--- src/rtl/sar6_pkg.sv ---
// Shared definitions for the six-bit successive-approximation sequencer.
// Assumes nothing beyond IEEE 1800-2017 synthesizable constructs.
package sar6_pkg;

    typedef enum logic {
        ST_IDLE = 1'b0,
        ST_CONV = 1'b1
    } sar_state_t;

    // Index of the bit tested first in a conversion.
    function automatic int unsigned top_bit(input int unsigned width);
        return width - 1;
    endfunction

endpackage

--- src/rtl/sar6_slot_timer.sv ---
// Step timer: counts reference cycles while a conversion runs and flags
// the last cycle of each bit step. Assumes SLOT_CYCLES >= 2. The counter
// stays at zero while idle, so every conversion starts on a fresh step.
module sar6_slot_timer #(
    parameter int unsigned SLOT_CYCLES = 960
) (
    input  logic clk,
    input  logic rst_n,
    input  logic run_i,
    output logic slot_end_o
);
    localparam int unsigned CW = $clog2(SLOT_CYCLES);
    localparam logic [CW-1:0] LAST = CW'(SLOT_CYCLES - 1);

    logic [CW-1:0] cnt_q;

    // Cycle counter within the current step; wraps at the step end.
    always_ff @(posedge clk) begin
        if (!rst_n || !run_i) begin
            cnt_q <= '0;
        end else if (cnt_q == LAST) begin
            cnt_q <= '0;
        end else begin
            cnt_q <= cnt_q + 1'b1;
        end
    end

    // Last cycle of a step while running.
    assign slot_end_o = run_i && (cnt_q == LAST);

endmodule

--- src/rtl/sar6_step_reg.sv ---
// Trial-code register and one-hot bit pointer of the successive
// approximation. Load seeds the MSB; each step decides the bit under the
// pointer from the comparator and seeds the next lower bit. After the LSB
// step both registers return to zero. Assumes load and step never coincide.
module sar6_step_reg #(
    parameter int unsigned WIDTH = 6
) (
    input  logic             clk,
    input  logic             rst_n,
    input  logic             load_i,
    input  logic             step_i,
    input  logic             below_i,
    output logic [WIDTH-1:0] trial_o,
    output logic [WIDTH-1:0] decided_o,
    output logic             last_o
);
    logic [WIDTH-1:0] trial_q;
    logic [WIDTH-1:0] ptr_q;
    logic [WIDTH-1:0] next_trial;

    // Per-bit decision: clear the bit under test when the input is below.
    for (genvar b = 0; b < WIDTH; b++) begin : g_bit
        assign decided_o[b] = trial_q[b] & ~(ptr_q[b] & below_i);
        if (b == WIDTH - 1) begin : g_top
            assign next_trial[b] = decided_o[b];
        end else begin : g_low
            assign next_trial[b] = decided_o[b] | ptr_q[b+1];
        end
    end

    // Register update on load, step and reset.
    always_ff @(posedge clk) begin
        if (!rst_n) begin
            trial_q <= '0;
            ptr_q   <= '0;
        end else if (load_i) begin
            trial_q <= WIDTH'(1) << (WIDTH - 1);
            ptr_q   <= WIDTH'(1) << (WIDTH - 1);
        end else if (step_i) begin
            ptr_q   <= ptr_q >> 1;
            trial_q <= ptr_q[0] ? '0 : next_trial;
        end
    end

    assign trial_o = trial_q;
    assign last_o  = ptr_q[0];

endmodule

--- src/rtl/sar6_sequencer.sv ---
// Top of the six-bit successive-approximation sequencer. Accepts a start
// while idle, runs WIDTH steps of SLOT_CYCLES cycles each, then publishes
// the result with a one-cycle done pulse. Starts seen while busy are
// dropped. Assumes comp_below_i is settled by the last cycle of each step.
module sar6_sequencer #(
    parameter int unsigned WIDTH       = 6,
    parameter int unsigned SLOT_CYCLES = 960
) (
    input  logic             clk,
    input  logic             rst_n,
    input  logic             start_i,
    input  logic             comp_below_i,
    output logic [WIDTH-1:0] trial_o,
    output logic             busy_o,
    output logic [WIDTH-1:0] result_o,
    output logic             done_o
);
    import sar6_pkg::*;

    sar_state_t       state_q;
    logic             accept;
    logic             slot_end;
    logic             last_bit;
    logic             finish;
    logic [WIDTH-1:0] decided;

    assign busy_o = (state_q == ST_CONV);
    assign accept = start_i && (state_q == ST_IDLE);
    assign finish = slot_end && last_bit;

    sar6_slot_timer #(.SLOT_CYCLES(SLOT_CYCLES)) timer_i (
        .clk       (clk),
        .rst_n     (rst_n),
        .run_i     (busy_o),
        .slot_end_o(slot_end)
    );

    sar6_step_reg #(.WIDTH(WIDTH)) step_i (
        .clk      (clk),
        .rst_n    (rst_n),
        .load_i   (accept),
        .step_i   (slot_end),
        .below_i  (comp_below_i),
        .trial_o  (trial_o),
        .decided_o(decided),
        .last_o   (last_bit)
    );

    // Idle/converting state: enter on accepted start, leave after LSB step.
    always_ff @(posedge clk) begin
        if (!rst_n) begin
            state_q <= ST_IDLE;
        end else if (accept) begin
            state_q <= ST_CONV;
        end else if (finish) begin
            state_q <= ST_IDLE;
        end
    end

    // Result register and done pulse, both updated by the final step.
    always_ff @(posedge clk) begin
        if (!rst_n) begin
            result_o <= '0;
            done_o   <= 1'b0;
        end else begin
            done_o <= finish;
            if (finish) begin
                result_o <= decided;
            end
        end
    end

endmodule

--- config.mk ---
export PLATFORM = sky130hd
export DESIGN_NAME = sar6_sequencer
export DESIGN_NICKNAME = d
export VERILOG_FILES = /design/src/rtl/sar6_pkg.sv /design/src/rtl/sar6_slot_timer.sv /design/src/rtl/sar6_step_reg.sv /design/src/rtl/sar6_sequencer.sv
export SDC_FILE = /design/constraint.sdc
export NUM_CORES = 1
export LEC_CHECK = 0
export ABC_AREA = 1
export ABC_CLOCK_PERIOD_IN_PS = 4000
export BUFFER_PORTS_ARGS = -buffer_cell sky130_fd_sc_hd__buf_2
export CORE_UTILIZATION = 59
export CTS_CLUSTER_SIZE = 24
export DETAILED_ROUTE_END_ITERATION = 8
export PLACE_DENSITY = 0.9
export SYNTH_ARGS = -nofsm -noshare
export SYNTH_HDL_FRONTEND = slang
export SYNTH_SLANG_ARGS = --single-unit
--- constraint.sdc ---
create_clock -name clk -period 4 [get_ports clk]
set_input_delay 0.4 -clock clk [delete_from_list [all_inputs] [get_ports clk]]
set_output_delay 0.4 -clock clk [all_outputs]
set_load 0.005 [all_outputs]
==> results of run 1 <==
[state kept, by name, summed over array words and instances (netlist names)]
| name | count |
|---|---|
| timer_i.cnt_q | 10 |
| result_o | 6 |
| step_i.ptr_q | 6 |
| step_i.trial_o | 6 |
| busy_o | 1 |
| done_o | 1 |
[per-layer routing]
metal	global-route usage (%)	vias up
li1	-	566
met1	28.4	497
met2	34.0	34
met3	11.2	5
met4	8.82	0
met5	0	-
[Yosys cell counts, drive strengths merged]
cell / count / area share [%]
nand2: 32 / 9.5
dfxtp: 30 / 46
inv: 24 / 7.0
nor2: 24 / 9.0
nand3: 14 / 6.2
a21oi: 10 / 3.9
o21ai: 9 / 3.8
buf: 5 / 3.1
nand3b: 5 / 2.9
xor2: 4 / 2.7
nand4: 3 / 1.5
nor3: 2 / 0.77
and3: 1 / 0.48
ha: 1 / 0.97
nor3b: 1 / 0.58
o211ai: 1 / 0.58
xnor2: 1 / 0.68
[how the worst min path moves through the flow]
stage | endpoint | cells after the start | from
CTS | busy_o | 3 | start_i
global placement | timer_i.cnt_q[0] | 1 | timer_i.cnt_q[0]
finish | busy_o | 3 | start_i
detailed placement | timer_i.cnt_q[0] | 1 | timer_i.cnt_q[0]
floorplan | timer_i.cnt_q[0] | 1 | timer_i.cnt_q[0]
global route | busy_o | 3 | start_i
[power by group through the flow]
| stage | clock network [uW] | registers [uW] | logic, uW |
|---|---|---|---|
| global placement | 0 | 312 | 18.9 |
| detailed placement | 0 | 312 | 19.3 |
| finish | 185 | 305 | 19.7 |
| CTS | 187 | 305 | 19.5 |
| global route | 200 | 306 | 22.3 |
| floorplan | 0 | 311 | 13.2 |
[cell usage in the layout, fill, tap and decap left out, types with 2 or more instances in the layout]
cell type / instances
a21oi_1: 10
buf_2: 17
clkbuf_4: 5
dfxtp_1: 30
inv_1: 24
nand2_1: 31
nand3_1: 12
nand3_2: 2
nand3b_1: 5
nand4_1: 3
nor2_1: 21
nor3_1: 2
o21ai_0: 6
o21ai_1: 2
xor2_1: 4
[final cells by class]
cell class                      count  area (um^2)  area share [%]
Multi-Input combinational cell    108          562            39.2
Clock inverter                      1         5.00           0.350
Tap cell                           27         33.8            2.36
Sequential cell                    30          601            42.0
Inverter                           24         90.1            6.29
Timing Repair Buffer               17         85.1            5.94
Clock buffer                        7         55.1            3.85
[cell families after synthesis]
family	Yosys count
compound gates	20
xor+xnor	5
fa+ha+maj	1
buf+inv	29
flops	30
simple gates	82
[worst max-delay path, cell delays in order, from the launching register on]
cell	delay, ns
dfxtp_1	0.36
ha_1	0.21
nand3_2	0.12
nor2_4	0.16
nand3_2	0.36
inv_1	0.21
nand2_1	0.19
nand3_1	0.13
nand2_1	0.06
[through the flow]
stage | utilization, % | hold WS [ns]
6_report | 71.5 | 0.353
5_1_grt | 71.5 | 0.346
4_1_cts | 71.5 | 0.353
3_5_place_dp | 68.5 | 0.441
3_3_place_gp | 68.5 | 0.431
2_1_floorplan | - | 0.418
==> impl_metrics.yaml, run 1 <==
sta:
  fin_skew_ns: 0.00372
  final.setup.tns_ns: 0
  relSlewSlack_pct: 71.8
  max_freq_mhz: 526
  rsz0062_at_grt: "false"
  setup_slack_ns: 2.10
  fin_crit_sh_pct: 47.5
  fin_crit_ns: 1.90
  hold_violations: 0
  worst-slew-pin-transition_ns: 0.423
  finalSetupViolations: 0
  slew_violations: 0
route:
  first_iter_violations: 36
  drtAntennaViolNets: 0
  wl_met2_mm: 1.06
  dr.pass1.iters: 5
  routedLengthMet1_mm: 1.11
  vias: 1102
  top_layer: "met4"
  wl_mm: 2.33
  wl_per_cell_um: 10.9
  route.detailed.drc: 0
  dr_wl_met3_um: 135
  vias_per_cell: 5.15
final_layout:
  area_delta_synth_final_pct: 10.7
  fill_cells: 164
  fin_nets: 191
  design_area_um2: 1430
  diodes: 0
  layout-drive-gt1-share_pct: 16.6
  fin_cells: 214
yosys:
  yosysWarnings: 0
  ys_ff_latch: 30
  synth-compound-area-share_pct: 8.23
  yosysUniqueCellTypes: 27
  yosys.area_share.simple_pct: 30.9
  yosys-mux-area-fraction_pct: 0
  syn-num-nets: 172
  synthCells: 167
  syn_area_per_cell_um2: 7.74
  synth-seq-area-share_pct: 46.5
  synth_top_family_by_area: "simple AND/OR/NAND/NOR gates"
  synthesis.area_um2: 1290
  synth_xor_area_share_pct: 3.39
  synthAdderAreaFrac_pct: 0.968
placement:
  placed_area_um2: 1370
  gp_congestion: 0.805
  place_ws_ns: 2.10
  io_buffer_count: 17
  dp.cells: 206
  dp_hpwl_mm: 1.68
cts:
  clock_latency_ns: 0.33
  htreeDepth: 2
  cts_made_buffers: 5
  clk_pin_slew_ns: 0.09
  clock_sinks: 30
  cts_tree: "done"
  cts_buffer_depth: 2
  hold_buffers: 0
  cts_resized: 0
  cts-root-buf: "clkbuf_4"
  cts_setup_buffers: 0
status:
  status: "completed"
setup_path:
  endpoint_kind: "flip-flop"
  r2r_start: "timer_i.cnt_q[0]"
  critical_path_arrival_ns: 2.13
  ff2ff_path_depth: 8
  crit_type: "flip-flop to flip-flop"
  required_ns: 4.23
  crit_end: "result_o[5]"
  reg2reg_slack_ns: 2.10
  crit_path_start_kind: "flip-flop"
  rr_endpoint: "result_o[5]"
  cp_max_fo: 20
  startpoint: "timer_i.cnt_q[0]"
pwr:
  clkPwrFrac_pct: 36.4
  power_leakage_uw: 0.000669
  ir_drop_uv: 232
  comb_power_share_pct: 3.9
  swShare_pct: 22.9
  p_switching_uw: 117
  p_int_uw: 393
  seqPwrFrac_pct: 59.8
  p_per_area_nw_per_um2: 356
  p_total_uw: 510
floorplanning:
  dieWidth_um: 48.8
  dieArea_um2: 2380
  core_area_um2: 2000
  start_util_pct: 64.6
  rows: 16
  chipHeight_um: 48.8
  io_pins: 18
global_route:
  overflow: 0
  grt_pass1_wl_mm: 3.99
  antenna_found_initial: 0
  grt_use_total_pct: 22.9
  grt_pass1_vias: 936
  grt_start_max_net_pins: 21
flow_run:
  cap_violations: 0
hold_path:
  hold_class: "primary input to flip-flop"
(Power assumes the default switching activity.)
==> run 2: changes to the inputs <==
- ABC_CLOCK_PERIOD_IN_PS: 4000 -> 1850
- CORE_UTILIZATION: 59 -> 55
- PLACE_DENSITY: 0.9 -> 0.85
- clock period: 4 -> 1.85 ns (I/O delays scaled with it)
==> impl_metrics.yaml, run 2 (synthesized netlist as in run 1, its figures left out) <==
status:
  status: "completed"
hold_path:
  hold_path_end: "busy_o"
  hold_class: "primary input to flip-flop"
  hold_depth: 3
  min_from: "start_i"
sta:
  relSlewSlack_pct: 73.5
  fin_skew_ns: 0.00833
  worst-slew-pin-transition_ns: 0.397
  max_freq_mhz: 664
  finalSetupViolations: 0
  rsz0062_at_grt: "false"
  whs_ns: 0.152
  final.setup.tns_ns: 0
  fin_crit_sh_pct: 81.5
  fin_crit_ns: 1.51
  hold_violations: 0
  slew_violations: 0
setup_path:
  cp_num_buf_inv: 1
  reg2reg_slack_ns: 0.34
  crit_type: "flip-flop to flip-flop"
  startpoint: "timer_i.cnt_q[0]"
  path_cells: "ha_1 > nand3_2 > nor2_4 > nand3_2 > buf_4 > nor2_8 > nand3b_1 > nand2_1"
  required_ns: 2.13
  critPathMostFrequentCell: "nand3_2"
  endpoint_kind: "flip-flop"
  r2r_start: "timer_i.cnt_q[0]"
  crit_path_start_kind: "flip-flop"
  rr_endpoint: "result_o[2]"
  ff2ff_path_depth: 8
  cp_max_fo: 19
  cpLargestDelayFamily: "simple AND/OR/NAND/NOR gates"
  crit_slowest_cell: "dfxtp_1"
  critical_path_arrival_ns: 1.78
  slowest_delay_ns: 0.36
global_route:
  overflow: 0
  antenna_found_initial: 0
  grt_pass1_vias: 978
  grt_pass1_wl_mm: 4.24
  grt_use_total_pct: 23.1
  grt_start_max_net_pins: 20
final_layout:
  fill_cells: 195
  top_register: "timer_i.cnt_q"
  final_cell_mix: "31 x nand2_1, 30 x dfxtp_1, 24 x inv_1"
  final_common_cell: "nand2_1"
  fin_nets: 192
  area_delta_synth_final_pct: 10.5
  final_core_util_pct: 64.5
  diodes: 0
  layout-drive-gt1-share_pct: 17.1
  largest_reg_flops: 10
floorplanning:
  dieWidth_um: 50.5
  io_pins: 18
  rows: 17
  core_area_um2: 2210
  dieArea_um2: 2550
  chipHeight_um: 50.5
  start_util_pct: 58.4
route:
  wl_per_cell_um: 11.0
  first_iter_violations: 30
  dr.pass1.iters: 4
  vias: 1074
  route.detailed.drc: 0
  vias_per_cell: 5.00
  wl_mm: 2.37
  drtAntennaViolNets: 0
placement:
  io_buffer_count: 17
  dp_hpwl_mm: 1.74
  gp_congestion: 0.866
cts:
  clock_sinks: 30
  cts-root-buf: "clkbuf_4"
  cts_setup_buffers: 0
  htreeDepth: 2
  clk_pin_slew_ns: 0.09
  cts_buffer_depth: 2
  cts_resized: 0
  clock_latency_ns: 0.33
  hold_buffers: 0
  cts_made_buffers: 5
  cts_tree: "done"
pwr:
  p_per_area_nw_per_um2: 734
  power_leakage_uw: 0.000668
  ir_drop_uv: 481
flow_run:
  cap_violations: 0
-- run 2: changes by cell type in the layout (fill, tap and decap cells not counted) --
cell / delta
buf_4: +1
clkbuf_1: -1
clkbuf_8: -1
clkinv_2: +1
-- run 2: metrics by stage --
step / worst slack [ns] / area, um^2 / power (uW) / instances
after floorplan: 0.452 / 1290 / 702 / 167
after global placement: 0.404 / 1380 / 715 / 208
after detailed placement: 0.343 / 1380 / 716 / 208
after CTS: 0.323 / 1430 / 1060 / 215
after global routing: 0.117 / 1430 / 1100 / 215
final: 0.343 / 1430 / 1050 / 215
-- run 2: tightest hold or removal path: cells and delay by family --
kind,cells,cell delay [ns]
simple gates,2,0.15
buf+inv,1,0.11
-- run 2: final cells by class --
type	count	area [um^2]	share of cell area, %
Sequential cell	30	601	42.1
Multi-Input combinational cell	108	562	39.4
Timing Repair Buffer	18	92.6	6.49
Inverter	24	90.1	6.31
Clock buffer	5	37.5	2.63
Tap cell	28	35.0	2.45
Clock inverter	2	10.0	0.701
-- run 2: power by group --
| part | leakage, uW | switching, uW | total (uW) | internal [uW] |
|---|---|---|---|---|
| Sequential | 0.000243 | 7.57 | 659 | 652 |
| Clock | 0.0000308 | 211 | 347 | 136 |
| Combinational | 0.000395 | 27.2 | 41.8 | 14.6 |
-- run 2: worst max path at each step --
stage	cells after the start	end	slack, ns
floorplan	8	step_i.trial_o[2]	0.45
global placement	8	result_o[0]	0.40
detailed placement	7	step_i.ptr_q[2]	0.34
CTS	8	result_o[1]	0.32
global route	8	result_o[3]	0.12
finish	8	result_o[2]	0.34
-- run 2: per-layer routing --
layer / part of all wire (%) / global-route usage (%) / wire [um] / up-vias
li1: - / - / - / 565
met1: 46 / 28.7 / 1090 / 476
met2: 46 / 34.7 / 1090 / 24
met3: 5.2 / 7.88 / 124 / 9
met4: 2.8 / 13.4 / 66 / 0
met5: 0 / 0 / 0 / -
==> run 3: changes to the inputs <==
- ABC_AREA: 1 -> 0
- ABC_CLOCK_PERIOD_IN_PS: 1850 -> 1400
- CORE_UTILIZATION: 55 -> 54
- PLACE_DENSITY: 0.85 -> 0.84
- clock period: 1.85 -> 1.4 ns (I/O delays scaled with it)
==> impl_metrics.yaml, run 3 <==
route:
  vias: 1171
  vias_per_cell: 5.63
  dr.pass1.iters: 4
  wl_per_cell_um: 14.1
  wl_mm: 2.93
  first_iter_violations: 33
  drtAntennaViolNets: 0
  route.detailed.drc: 0
yosys:
  synth_most_common_cell: "dfxtp_1"
  synth_common_cells: "30 x dfxtp_1, 28 x nand2_1, 12 x o21ai_0"
  synthCells: 138
  syn_area_per_cell_um2: 8.88
  synth_ff_type: "dfxtp_1"
  synth.area.top_cells: "dfxtp_1 49%, nand2_1 8.6%, o21ai_0 4.9%"
  ys_ff_latch: 30
  synth_edf_count: 0
  syn-num-nets: 143
  yosysWarnings: 0
  synthesis.area_um2: 1220
  yosysUniqueCellTypes: 32
  synth_top_area_share_pct: 49.0
  synth-seq-area-share_pct: 49.0
  async_reset_ff_share_pct: 0
  yosys.area.top_type: "dfxtp_1"
sta:
  final.setup.tns_ns: 0
  setup_slack_ns: 0.0326
  worst-slew-pin-transition_ns: 0.307
  max_freq_mhz: 731
  rsz0062_at_grt: "true"
  slew_violations: 0
  fin_skew_ns: 0.00275
  relSlewSlack_pct: 79.4
  finalSetupViolations: 0
  fin_crit_sh_pct: 97.7
  hold_violations: 0
  fin_crit_ns: 1.37
cts:
  cts_tree: "done"
  cts_made_buffers: 5
  cts_buffer_depth: 2
  hold_buffers: 0
  clock_latency_ns: 0.33
  clk_pin_slew_ns: 0.09
  cts-root-buf: "clkbuf_4"
  htreeDepth: 2
  clock_sinks: 30
global_route:
  grt_pass1_wl_mm: 4.38
  antenna_found_initial: 0
  overflow: 0
  grt_start_max_net_pins: 18
  grt_use_total_pct: 23.3
  grt_pass1_vias: 1029
setup_path:
  crit_path_start_kind: "flip-flop"
  cp_max_fo: 10
  required_ns: 1.63
  critical_path_arrival_ns: 1.59
  crit_type: "flip-flop to flip-flop"
  endpoint_kind: "flip-flop"
floorplanning:
  chipHeight_um: 49.6
  core_area_um2: 2040
  rows: 16
  io_pins: 18
  dieArea_um2: 2460
  start_util_pct: 60.0
  dieWidth_um: 49.6
pwr:
  ir_drop_uv: 768
  power_leakage_uw: 0.000662
  p_per_area_nw_per_um2: 980
  p_total_uw: 1590
final_layout:
  top_register: "timer_i.cnt_q"
  fill_cells: 145
  final_cell_mix: "27 x nand2_1, 21 x dfxtp_1, 20 x buf_4"
  diodes: 0
  layout-drive-gt1-share_pct: 38.1
  fin_nets: 185
  area_delta_synth_final_pct: 32.3
  largest_reg_flops: 10
  final_common_cell: "nand2_1"
placement:
  io_buffer_count: 17
  dp_hpwl_mm: 1.82
  place_ws_ns: -0.0519
  gp_congestion: 0.785
flow_run:
  cap_violations: 0
status:
  status: "completed"
hold_path:
  hold_class: "primary input to flip-flop"
## run 3: cell count changes after synthesis, moves of 3 or more
| cell | previous run | this run |
|---|---|---|
| inv_1 | 24 | 3 |
| nand4_1 | 3 | 7 |
| nand2_1 | 31 | 28 |
| nor2_1 | 21 | 10 |
| nand3_1 | 12 | 3 |
| o21ai_0 | 6 | 12 |
| nand3b_1 | 5 | 1 |
## run 3: cell type report
type                            count  area, um^2  area share [%]
Clock buffer                        8        78.8            4.86
Inverter                            3        11.3           0.695
Multi-Input combinational cell    101         616            38.0
Tap cell                           27        33.8            2.08
Timing Repair Buffer               39         267            16.4
Sequential cell                    30         614            37.9
## run 3: where the power goes
| part | internal (uW) | switching, uW | total (uW) |
|---|---|---|---|
| Sequential | 861 | 10.0 | 871 |
| Clock | 343 | 302 | 645 |
| Combinational | 32.3 | 39.6 | 71.9 |
## run 3: worst paths after layout
kind	startpoint	to	slack, ns	depth (start not counted)
setup reg to reg	timer_i.cnt_q[6]	timer_i.cnt_q[3]	0.03	5
hold / removal	start_i	busy_o	0.09	3
hold reg to reg	result_o[5]	result_o[5]	0.45	2
setup / recovery	timer_i.cnt_q[6]	timer_i.cnt_q[3]	0.03	5
## run 3: metrics by stage
| step | cells | utilization (%) | hold slack, ns | area (um^2) |
|---|---|---|---|---|
| 2_1_floorplan | 138 | - | 0.292 | 1230 |
| 3_3_place_gp | 191 | 70.1 | 0.396 | 1430 |
| 3_5_place_dp | 191 | 70.1 | 0.414 | 1430 |
| 4_1_cts | 200 | 74.8 | 0.0898 | 1530 |
| 5_1_grt | 208 | 79.4 | 0.140 | 1620 |
| 6_report | 208 | 79.4 | 0.0878 | 1620 |
## run 3: cells by family (layout without fill, tap and decap cells)
kind of cell | Yosys count | after routing | share of synthesized area (%)
XOR/XNOR | 6 | 6 | 4.29
AND/OR/NAND/NOR | 66 | 66 | 29.1
AO/OA/AOI/OAI | 28 | 28 | 13.0
buffers and inverters | 7 | 50 | 3.57
flip-flops | 30 | 30 | 49.0
adder cells (fa/ha/maj) | 1 | 1 | 1.02
## run 3: repair_timing
| item | CTS | global route |
|---|---|---|
| pin swaps | 0 | 3 |
| resized for setup | 4 | 18 |
| endpoints found under the setup margin | 5 | 26 |
| setup buffers | 1 | 9 |
## run 3: worst max-delay path, cell delays in order (launching register included)
cell and delay [ns]:
dfxtp_2 0.35, nand4b_1 0.25, buf_4 0.20, o311ai_4 0.25, buf_12 0.17, nor2_1 0.05
## run 3: metal layers
metal  vias up  track usage, %  wire length (um)
met3         6            5.86               168
met2        49            38.1              1490
met1       548            29.3              1230
met5         -               0                 0
met4         0            9.05                36
li1        568               -                 -
